===== src/rtl/stumps_bist.sv =====
module stumps_bist #(
  parameter int NCHAIN    = 4,
  parameter int PRPG_W    = 16,
  parameter int MISR_W    = 16,
  parameter int SHIFT_LEN = 8,
  parameter int NPAT      = 4,
  parameter logic [PRPG_W-1:0] PRPG_SEED = 16'hACE1,
  parameter logic [PRPG_W-1:0] PRPG_TAPS = 16'hB400,
  parameter logic [MISR_W-1:0] MISR_TAPS = 16'hB400
) (
  input  logic              clk,
  input  logic              rst_n,
  input  logic              start,
  input  logic [NCHAIN-1:0] scan_out,
  output logic [NCHAIN-1:0] scan_in,
  output logic              scan_en,
  output logic              capture_en,
  output logic [MISR_W-1:0] signature,
  output logic              done
);
  localparam int STRIDE = PRPG_W / NCHAIN;
  localparam int CW = $clog2(SHIFT_LEN + 1);
  localparam int PW = $clog2(NPAT + 1);

  typedef enum logic [2:0] {S_IDLE, S_SHIFT, S_CAPT, S_UNLD, S_FIN} st_t;

  st_t st;
  logic [PRPG_W-1:0] prpg;
  logic [MISR_W-1:0] misr;
  logic [CW-1:0] cnt;
  logic [PW-1:0] pat;

  wire [PRPG_W-1:0] prpg_nx = {prpg[PRPG_W-2:0], ^(prpg & PRPG_TAPS)};
  wire [MISR_W-1:0] misr_nx = {misr[MISR_W-2:0], ^(misr & MISR_TAPS)} ^ MISR_W'(scan_out);
  wire last_shift = (cnt == CW'(SHIFT_LEN - 1));

  for (genvar i = 0; i < NCHAIN; i++) begin : g_tap
    assign scan_in[i] = prpg[i*STRIDE];
  end

  assign scan_en    = (st == S_SHIFT) || (st == S_UNLD);
  assign capture_en = (st == S_CAPT);
  assign done       = (st == S_FIN);
  assign signature  = misr;

  always_ff @(posedge clk) begin
    if (!rst_n) begin
      st   <= S_IDLE;
      prpg <= PRPG_SEED;
      misr <= '0;
      cnt  <= '0;
      pat  <= '0;
    end else begin
      case (st)
        S_IDLE, S_FIN: if (start) begin
          st   <= S_SHIFT;
          prpg <= PRPG_SEED;
          misr <= '0;
          cnt  <= '0;
          pat  <= '0;
        end
        S_SHIFT, S_UNLD: begin
          prpg <= prpg_nx;
          misr <= misr_nx;
          if (last_shift) begin
            cnt <= '0;
            st  <= (st == S_SHIFT) ? S_CAPT : S_FIN;
          end else begin
            cnt <= cnt + 1'b1;
          end
        end
        S_CAPT: begin
          pat <= pat + 1'b1;
          st  <= (pat == PW'(NPAT - 1)) ? S_UNLD : S_SHIFT;
        end
        default: st <= S_IDLE;
      endcase
    end
  end

  logic [CW:0] chk_run;
  always_ff @(posedge clk) begin
    if (!rst_n)       chk_run <= '0;
    else if (scan_en) chk_run <= chk_run + 1'b1;
    else              chk_run <= '0;
  end

  assert_excl_R9: assert property (@(posedge clk) disable iff (!rst_n)
    !(scan_en && capture_en));
  assert_capt_len_R5: assert property (@(posedge clk) disable iff (!rst_n)
    $rose(capture_en) |-> chk_run == (CW+1)'(SHIFT_LEN));
  assert_capt_hold_R5: assert property (@(posedge clk) disable iff (!rst_n)
    capture_en |=> !capture_en && signature == $past(signature));
  assert_unload_R6: assert property (@(posedge clk) disable iff (!rst_n)
    $rose(done) |-> chk_run == (CW+1)'(SHIFT_LEN));
  assert_done_hold_R7: assert property (@(posedge clk) disable iff (!rst_n)
    done && !start |=> done && $stable(signature));
  assert_restart_R2: assert property (@(posedge clk) disable iff (!rst_n)
    done && start |=> scan_en && signature == '0);
endmodule


===== config.mk =====
export PLATFORM = sky130hd
export DESIGN_NAME = stumps_bist
export DESIGN_NICKNAME = d
export VERILOG_FILES = /design/src/rtl/stumps_bist.sv
export SDC_FILE = /design/constraint.sdc
export NUM_CORES = 1
export LEC_CHECK = 0
export BUFFER_PORTS_ARGS = -buffer_cell sky130_fd_sc_hd__buf_4
export CORE_MARGIN = 3
export CORE_UTILIZATION = 40
export DETAILED_ROUTE_END_ITERATION = 10
export GPL_ROUTABILITY_DRIVEN = 0
export HOLD_SLACK_MARGIN = 0.08
export SETUP_SLACK_MARGIN = 0.3
export SLEW_MARGIN = 0
export SYNTH_ARGS = -nofsm -noshare
export SYNTH_HDL_FRONTEND = slang
export SYNTH_SLANG_ARGS = --single-unit

===== constraint.sdc =====
create_clock -name clk -period 1.86 [get_ports clk]
set_input_delay 0.372 -clock clk [delete_from_list [all_inputs] [get_ports clk]]
set_output_delay 0.372 -clock clk [all_outputs]
set_load 0.1 [all_outputs]

After elaboration in Yosys (flattened, before gate mapping)
Cells that the tools add are included.
W data, S select, Z words.

word-level totals
  output and inout bits = 23
  logic and storage cells = 41
  bits of input ports = 7
  bits in registers = 42

operators by class
  muxes and demuxes = 14
  bitwise logic cells = 1
  add/subtract/negate cells = 2
  eq/ne operators = 8
  reductions and logical operators = 11

operator list
  cell                   count
  $pmux W16 S2           2
  $mux W16               2
  $reduce_xor A16 Y1     2
  $xor A16 B4 Y16        1
  $mux W3                4
  $eq A3 B2 Y1 const B   3
  $pmux W3 S3            1
  $mux W4                2
  $pmux W4 S2            1
  $pmux W3 S2            1
  $reduce_and A2 Y1      3
  $add A4 B1 Y4 const B  1
  $eq A4 B3 Y1 const B   1
  $ne A2 B2 Y1 const B   2
  $reduce_bool A2 Y1     2
  $reduce_or A2 Y1       2
  $add A3 B1 Y3 const B  1
  $eq A3 B1 Y1 const B   1
  $eq A3 B3 Y1 const B   1
  $logic_not A3 Y1       1
  $mux W2                1
  $logic_or A1 B1 Y1     1

Depth between registers and ports, before layout
Gate-level depths: netlist of the first run.

  depth after elaboration = 4
  gate-level depth with buffers = 7
  depth with buffers taken out = 6

Worst setup path before layout of the first run
Ideal clock, no wire load.

  path type = register to register
  from = register st[1]
  to = register pat[1]
  data required time = 1.791 ns
  slack = -0.407 ns
  buffers on the path = 0
  clock period less this slack = 2.267 ns
  arrival = 2.198 ns
  setup time = 0.069 ns
  stages on the path, launching flop included = 5
  cell sequence = dfxtp_1 nand2b_1 nor2_1 a22oi_1 nor2b_1

on the way
  elaborated cells on any way between the ends = 8
  those cells by class = eq/ne: 3; mux: 1; reduce/logical: 4

RTL lines
  element                              RTL line  source
  from (decl)                          27        st_t st;
  from (signal assigned)               67        st <= (st == S_SHIFT) ? S_CAPT : S_FIN;
  from (signal assigned)               74        st <= (pat == PW'(NPAT - 1)) ? S_UNLD : S_SHIFT;
  $eq A3 B2 Y1 *                       --
  net capture_en                       17        output logic capture_en,
  $reduce_bool A2 Y1 (no source line)  --
  $reduce_and A2 Y1 (no source line)   --
  to (signal assigned)                 73        pat <= pat + 1'b1;
  to (decl)                            31        logic [PW-1:0] pat;

Mark *: on every way through the listed nets, which the timed path passes. The rest lies on a longest branch.
A chain may end at the register's enable or synchronous reset.

Final worst setup path of the first run
  from = register st[2]
  to = output port capture_en

on the way
  word-level cells in the longest chain between the ends = 1

RTL lines
  element       RTL line  source
  $eq A3 B2 Y1  42        assign capture_en = (st == S_CAPT);
  to (decl)     17

No other way between the ends.

==> key figures, run 1 <==
Drt
  – Routed metal-1 wire length: 1.79 mm
  – DRT Pass-1 Iters: 4
  – Initial DRC count: 73
  – # DRC: 0
  – DR WL/cell: 14.5 um
  – Met3 routed WL: 196 um
  – Total detailed-routing wirelength: 3.76 mm
  – Met2 wire len: 1.73 mm
  – DR vias: 1381
  – Via-to-Cell Ratio: 5.31
  – Antenna Nets Post-Route: 0
  – Top layer in use: met4

Setup path
  – Crit path max fanout: 5
  – Worst setup SP type: flip-flop
  – CP Class: reg2out
  – Worst EP arrival: 1.24 ns
  – Critical Path End Type: primary output
  – Worst path slowest cell: dfxtp_1
  – Crit-path cells: nand2b_2 -> nor2_4 -> buf_12
  – CP required: 1.49 ns
  – CP max stage delay: 0.34 ns

Finish
  – Commonest cells after routing, fill and taps aside: 38 x dfxtp_1, 31 x buf_4, 27 x nor2b_1, 24 x a22oi_1, 12 x nand2_1
  – Syn-to-layout area delta: 22.3%
  – Final Net Count: 219
  – Utilization after layout: 52.4%
  – Most common cell after layout, fill and taps aside: dfxtp_1
  – Fillers: 375
  – Layout cell share with drive strength beyond 1: 26.7%
  – Non-filler cells, final: 260
  – ANT cells: 0

Floorplan
  – Die Wd: 72.6 um
  – Cell row count: 23
  – Chip height: 72.6 um
  – Die area: 5280 um2
  – Initial core utilization: 42.9%
  – I/O pins: 30
  – Area of the core: 4140 um2

STA
  – Setup_tns: 0 ns
  – Final setup fails: 0
  – Post-layout min period: 1.61 ns
  – Hold Violations, Final: 0
  – FMAX: 0.622 GHz
  – Worst slew pin tran: 0.449 ns
  – Final Skew: 0.00270 ns
  – Worst setup margin: 0.252 ns
  – Unrepaired setup endpoints after global routing: true
  – Pins Over Slew Limit: 0
  – Tcrit/Tclk final: 86.5%
  – Worst hold slack: 0.443 ns
  – Max-slew headroom: 70.0%

Power and ir drop
  – Combinational share of power: 16.7%
  – Pwr/cell area: 856 nW/um2
  – Clk pwr share: 31.8%
  – Reg power frac: 51.5%
  – Leak: 0.000839 uW
  – Switching power: 533 uW
  – Cell Int Power: 1330 uW
  – Sw Share: 28.6%
  – Max IR drop VDD: 409 uV

Synthesis
  – Post-synthesis net count: 192
  – Synthesized flop and latch total: 42
  – Cells after synthesis: 182
  – Synthesized area: 1780 um2
  – Synth cell types: 38
  – Avg Inst Size Synth: 9.76 um2
  – Register area share after synthesis: 47.3%
  – Synth warn: 0

Clock network
  – CTS tree: done
  – # clock sinks: 42
  – Total CTS buffers: 5
  – CTS H-tree lvls: 2
  – Reg clk slew, reported paths: 0.07 ns
  – Worst skew pair latency: 0.28 ns
  – Clk root buf: clkbuf_8
  – CTS Buffer Depth: 2

Global route
  – Global-route usage over all layers: 14.4%
  – Largest net degree at the start of global routing: 45
  – Initial antenna violation count: 0
  – Gr ovfl total: 0
  – First-pass GRT wire length: 5.98 mm
  – Vias in the first global route: 1290

Place
  – Dpl cells: 249
  – Post-DP HPWL: 2.30 mm
  – Worst slack, placed: 0.0599 ns
  – IO Port Bufs: 29

Hold path
  – Worst min-delay path class: in2reg

Status
  – Status: finished, final reports clean

Job
  – Max-Cap Viols: 0
==> repair_timing <==
action                     in CTS  in global routing
resized for setup              10                  7
buffers inserted                1                  1
gates cloned                    0                  1
hold buffers                    0                  0
setup endpoints to repair      31                 31
pin swaps                       1                  1
==> logic make-up after synthesis <==
family          synth area share (%)
simple gates                    19.5
compound gates                  20.3
flops                           47.3
buf+inv                         5.84
xor+xnor                        4.93
fa+ha+maj                       2.11
==> worst paths after layout <==
| path | from | cells after the start | slack, ns | end |
|---|---|---|---|---|
| worst max-delay path | st[2] | 3 | 0.25 | capture_en |
| worst min-delay path | rst_n | 2 | 0.44 | prpg[10] |
| worst max register to register | st[2] | 6 | 0.44 | prpg[15] |
| worst min register to register | prpg[5] | 2 | 0.48 | prpg[5] |
==> final cells by class <==
class | count | area [um2] | area share [%]
Clock inverter | 1 | 5.00 | 0.230
Multi-Input combinational cell | 124 | 868 | 40.0
Timing Repair Buffer | 34 | 293 | 13.5
Inverter | 2 | 10.0 | 0.461
Tap cell | 50 | 62.6 | 2.88
Clock buffer | 7 | 86.3 | 3.97
Sequential cell | 42 | 848 | 39.0
==> state kept, by name (all words and copies together), names as in the netlist <==
name       count
prpg          16
cnt            4
pat            3
st             3
signature     16
==> metrics by stage <==
stage	area, um2	power (uW)
2_1_floorplan	1790	1220
3_3_place_gp	2000	1260
3_5_place_dp	2000	1270
4_1_cts	2130	1860
5_1_grt	2170	1950
6_report	2170	1860
==> power by group through the flow <==
stage | registers [uW] | clock network (uW) | logic, uW
floorplan | 1010 | 0 | 212
global placement | 977 | 0 | 286
detailed placement | 977 | 0 | 290
CTS | 958 | 609 | 294
global route | 963 | 653 | 333
finish | 959 | 591 | 311
==> routing by layer <==
layer	global-route usage (%)	vias to the layer above
met5	0	-
met4	5.74	0
met3	3.99	5
met2	22.6	34
met1	18.7	651
li1	-	691
==> synthesized netlist by cell type <==
cell type	n	area [um2]
dfxtp_1	42	841
nor2b_1	27	169
a22oi_1	24	180
nand2_1	12	45.0
nor2_1	7	26.3
o22ai_1	7	43.8
buf_4	6	45.0
clkbuf_1	5	18.8
xnor2_1	5	43.8
xor2_1	5	43.8
a21oi_1	4	20.0
ha_1	3	37.5
nor3_1	3	15.0
a21boi_1	2	15.0
buf_2	2	10.0
buf_6	2	22.5
nand2b_1	2	12.5
nand3b_1	2	15.0
nand4_1	2	12.5
o21a_1	2	15.0
a211oi_1	1	7.51
a21boi_2	1	11.3
a21o_1	1	7.51
a21o_2	1	8.76
a21oi_4	1	16.3
a31oi_1	1	6.26
and2_1	1	6.26
and3b_1	1	8.76
and4b_1	1	10.0
inv_1	1	3.75
inv_2	1	3.75
nand2b_4	1	13.8
nand3_1	1	5.00
nor3b_1	1	7.51
o211a_1	1	10.0
o21ai_0	1	5.00
o21ai_1	1	5.00
o21ai_2	1	8.76
==> worst max-delay path, delay by kind of cell (launching register included) <==
family,cells,cell delay [ns]
buf+inv,1,0.19
flops,1,0.34
simple gates,2,0.41
(Power assumes the default switching activity.)
==> run 2: changes to the inputs <==
CORE_MARGIN = 1   (was 3)
==> key figures, run 2 (same netlist as run 1, synthesis figures left out) <==
Drt
  – Total detailed-routing wirelength: 3.73 mm (-0.88%)
  – Initial DRC count: 83 (+14%)
  – Via-to-Cell Ratio: 5.46 (+2.7%)
  – # DRC: 0 (unchanged)
  – DRT Pass-1 Iters: 4 (unchanged)
  – DR WL/cell: 14.5 um (+0.28%)
  – DR vias: 1402 (+1.5%)
  – Antenna Nets Post-Route: 0 (unchanged)

Finish
  – Layout cell share with drive strength beyond 1: 24.2% (-2.5 points)
  – Most common cell after layout, fill and taps aside: dfxtp_1
  – Final Net Count: 217 (-0.91%)
  – Fillers: 405 (+8.0%)
  – ANT cells: 0 (unchanged)
  – Non-filler cells, final: 257 (-1.2%)
  – Syn-to-layout area delta: 20.5%
  – Commonest cells after routing, fill and taps aside: 38 x dfxtp_1, 28 x buf_4, 27 x nor2b_1, 24 x a22oi_1, 12 x nand2_1

Setup path
  – R2R Path End: cnt[1]
  – Worst R2R Start: st[2]
  – Crit path max fanout: 5 (unchanged)
  – CP Class: reg2out
  – Buf+Inv Stages, Crit Path: 1 (unchanged)
  – Worst setup SP type: flip-flop
  – Worst EP arrival: 1.22 ns (-0.02 ns)
  – CP required: 1.49 ns (about the same)
  – R2R cell count: 5 (-1)
  – Crit-path leading delay family: simple AND/OR/NAND/NOR gates
  – Crit-path cells: nand2b_1 -> nor2_4 -> buf_12
  – Worst path slowest cell: dfxtp_1
  – Reg2reg setup slack: 0.31 ns (-0.13 ns)
  – CP max stage delay: 0.35 ns (about the same)
  – Critical Path End Type: primary output
  – WP depth: 3 (unchanged)

STA
  – FMAX: 0.629 GHz (+1.1%)
  – Post-layout min period: 1.59 ns (-0.0175 ns)
  – Max-slew headroom: 50.3% (-20 points)
  – Worst setup margin: 0.269 ns (+0.0175 ns)
  – Unrepaired setup endpoints after global routing: true
  – Worst slew pin tran: 0.745 ns (+0.296 ns)
  – Worst hold slack: 0.433 ns (-0.00992 ns)
  – Tcrit/Tclk final: 85.5% (-0.94 points)
  – Hold Violations, Final: 0 (unchanged)
  – Setup_tns: 0 ns (unchanged)
  – Final Skew: 0.00305 ns (+0.000355 ns)
  – Final setup fails: 0 (unchanged)
  – Pins Over Slew Limit: 0 (unchanged)

Clock network
  – Total CTS buffers: 5 (unchanged)
  – Clk root buf: clkbuf_8
  – Hold Buf Count CTS: 0 (unchanged)
  – Worst skew pair latency: 0.29 ns (about the same)
  – CTS tree: done
  – # clock sinks: 42 (unchanged)
  – CTS Buffer Depth: 2 (unchanged)
  – CTS H-tree lvls: 2 (unchanged)
  – Reg clk slew, reported paths: 0.07 ns (about the same)

Global route
  – Initial antenna violation count: 0 (unchanged)
  – Global-route usage over all layers: 16.5% (+2.0 points)
  – Vias in the first global route: 1259 (-2.4%)
  – Gr ovfl total: 0 (unchanged)
  – First-pass GRT wire length: 5.62 mm (-6.1%)
  – Largest net degree at the start of global routing: 45 (unchanged)

Job
  – Max-Cap Viols: 0 (unchanged)

Hold path
  – Hold_sp: rst_n
  – Hold Path Cell Cnt: 2 (unchanged)
  – Worst min-delay path class: in2reg
  – Hold endpoint: prpg[15]

Floorplan
  – Chip height: 68.6 um (-5.5%)
  – Die Wd: 68.6 um (-5.5%)
  – Initial core utilization: 42.9% (unchanged)
  – Area of the core: 4140 um2 (unchanged)
  – Die area: 4710 um2 (-11%)
  – I/O pins: 30 (unchanged)
  – Cell row count: 23 (unchanged)

Place
  – Post-DP HPWL: 2.27 mm (-1.3%)
  – Worst slack, placed: 0.0909 ns (+0.0309 ns)
  – IO Port Bufs: 29 (unchanged)
  – Dpl cells: 248 (-0.40%)

Power and ir drop
  – Max IR drop VDD: 397 uV (-2.7%)
  – Pwr/cell area: 844 nW/um2 (-1.5%)
  – Leak: 0.000831 uW (-0.96%)

Status
  – Status: finished, final reports clean
run 2: report_power, final:
part	total, uW	internal [uW]	switching (uW)
combinational	305	98.1	207
sequential	955	926	28.8
clock	546	258	287
run 2: worst register-to-register path: stages (launching register included):
cell      delay [ns]
dfxtp_1         0.39
nand2b_4        0.17
inv_4           0.07
a21oi_2         0.56
a22oi_1         0.14
nor2b_1         0.15
run 2: worst max-delay path by stage:
| stage | start | end | slack [ns] |
|---|---|---|---|
| final | st[2] | capture_en | 0.27 |
| after global routing | st[2] | prpg[4] | 0.21 |
| after CTS | st[2] | signature[3] | 0.20 |
| after detailed placement | st[0] | signature[3] | 0.09 |
| after global placement | st[0] | signature[3] | 0.17 |
| after floorplan | signature[10] | signature[0] | 0.34 |
run 2: timing repair:
action	4_1_cts	5_1_grt
resized for setup	9	8
cloned	0	1
setup buffers	0	1
setup endpoints to repair	31	31
pin swaps	0	1
run 2: metrics by stage:
step,instance area (um2),power [uW],util [%]
after floorplan,1790,1220,-
after global placement,1990,1260,48.0
after detailed placement,1990,1260,48.0
after CTS,2090,1810,50.5
after global routing,2140,1880,51.7
final,2140,1810,51.7
run 2: final cells by class:
class                   instances  area, um2  area share, %
flip-flops and latches         42        851           39.7
repair buffers                 32        283           13.2
inverters                       2       10.0          0.468
well taps                      50       62.6           2.92
multi-input cells             124        858           40.1
clock buffers                   7       76.3           3.57
run 2: per-layer routing:
| layer | routed length, um | vias up | GRT usage, % |
|---|---|---|---|
| met3 | 149 | 9 | 4.61 |
| met2 | 1860 | 26 | 27.3 |
| met1 | 1640 | 677 | 18.3 |
| met4 | 77 | 0 | 10.7 |
| met5 | 0 | - | 0 |
| li1 | - | 690 | - |
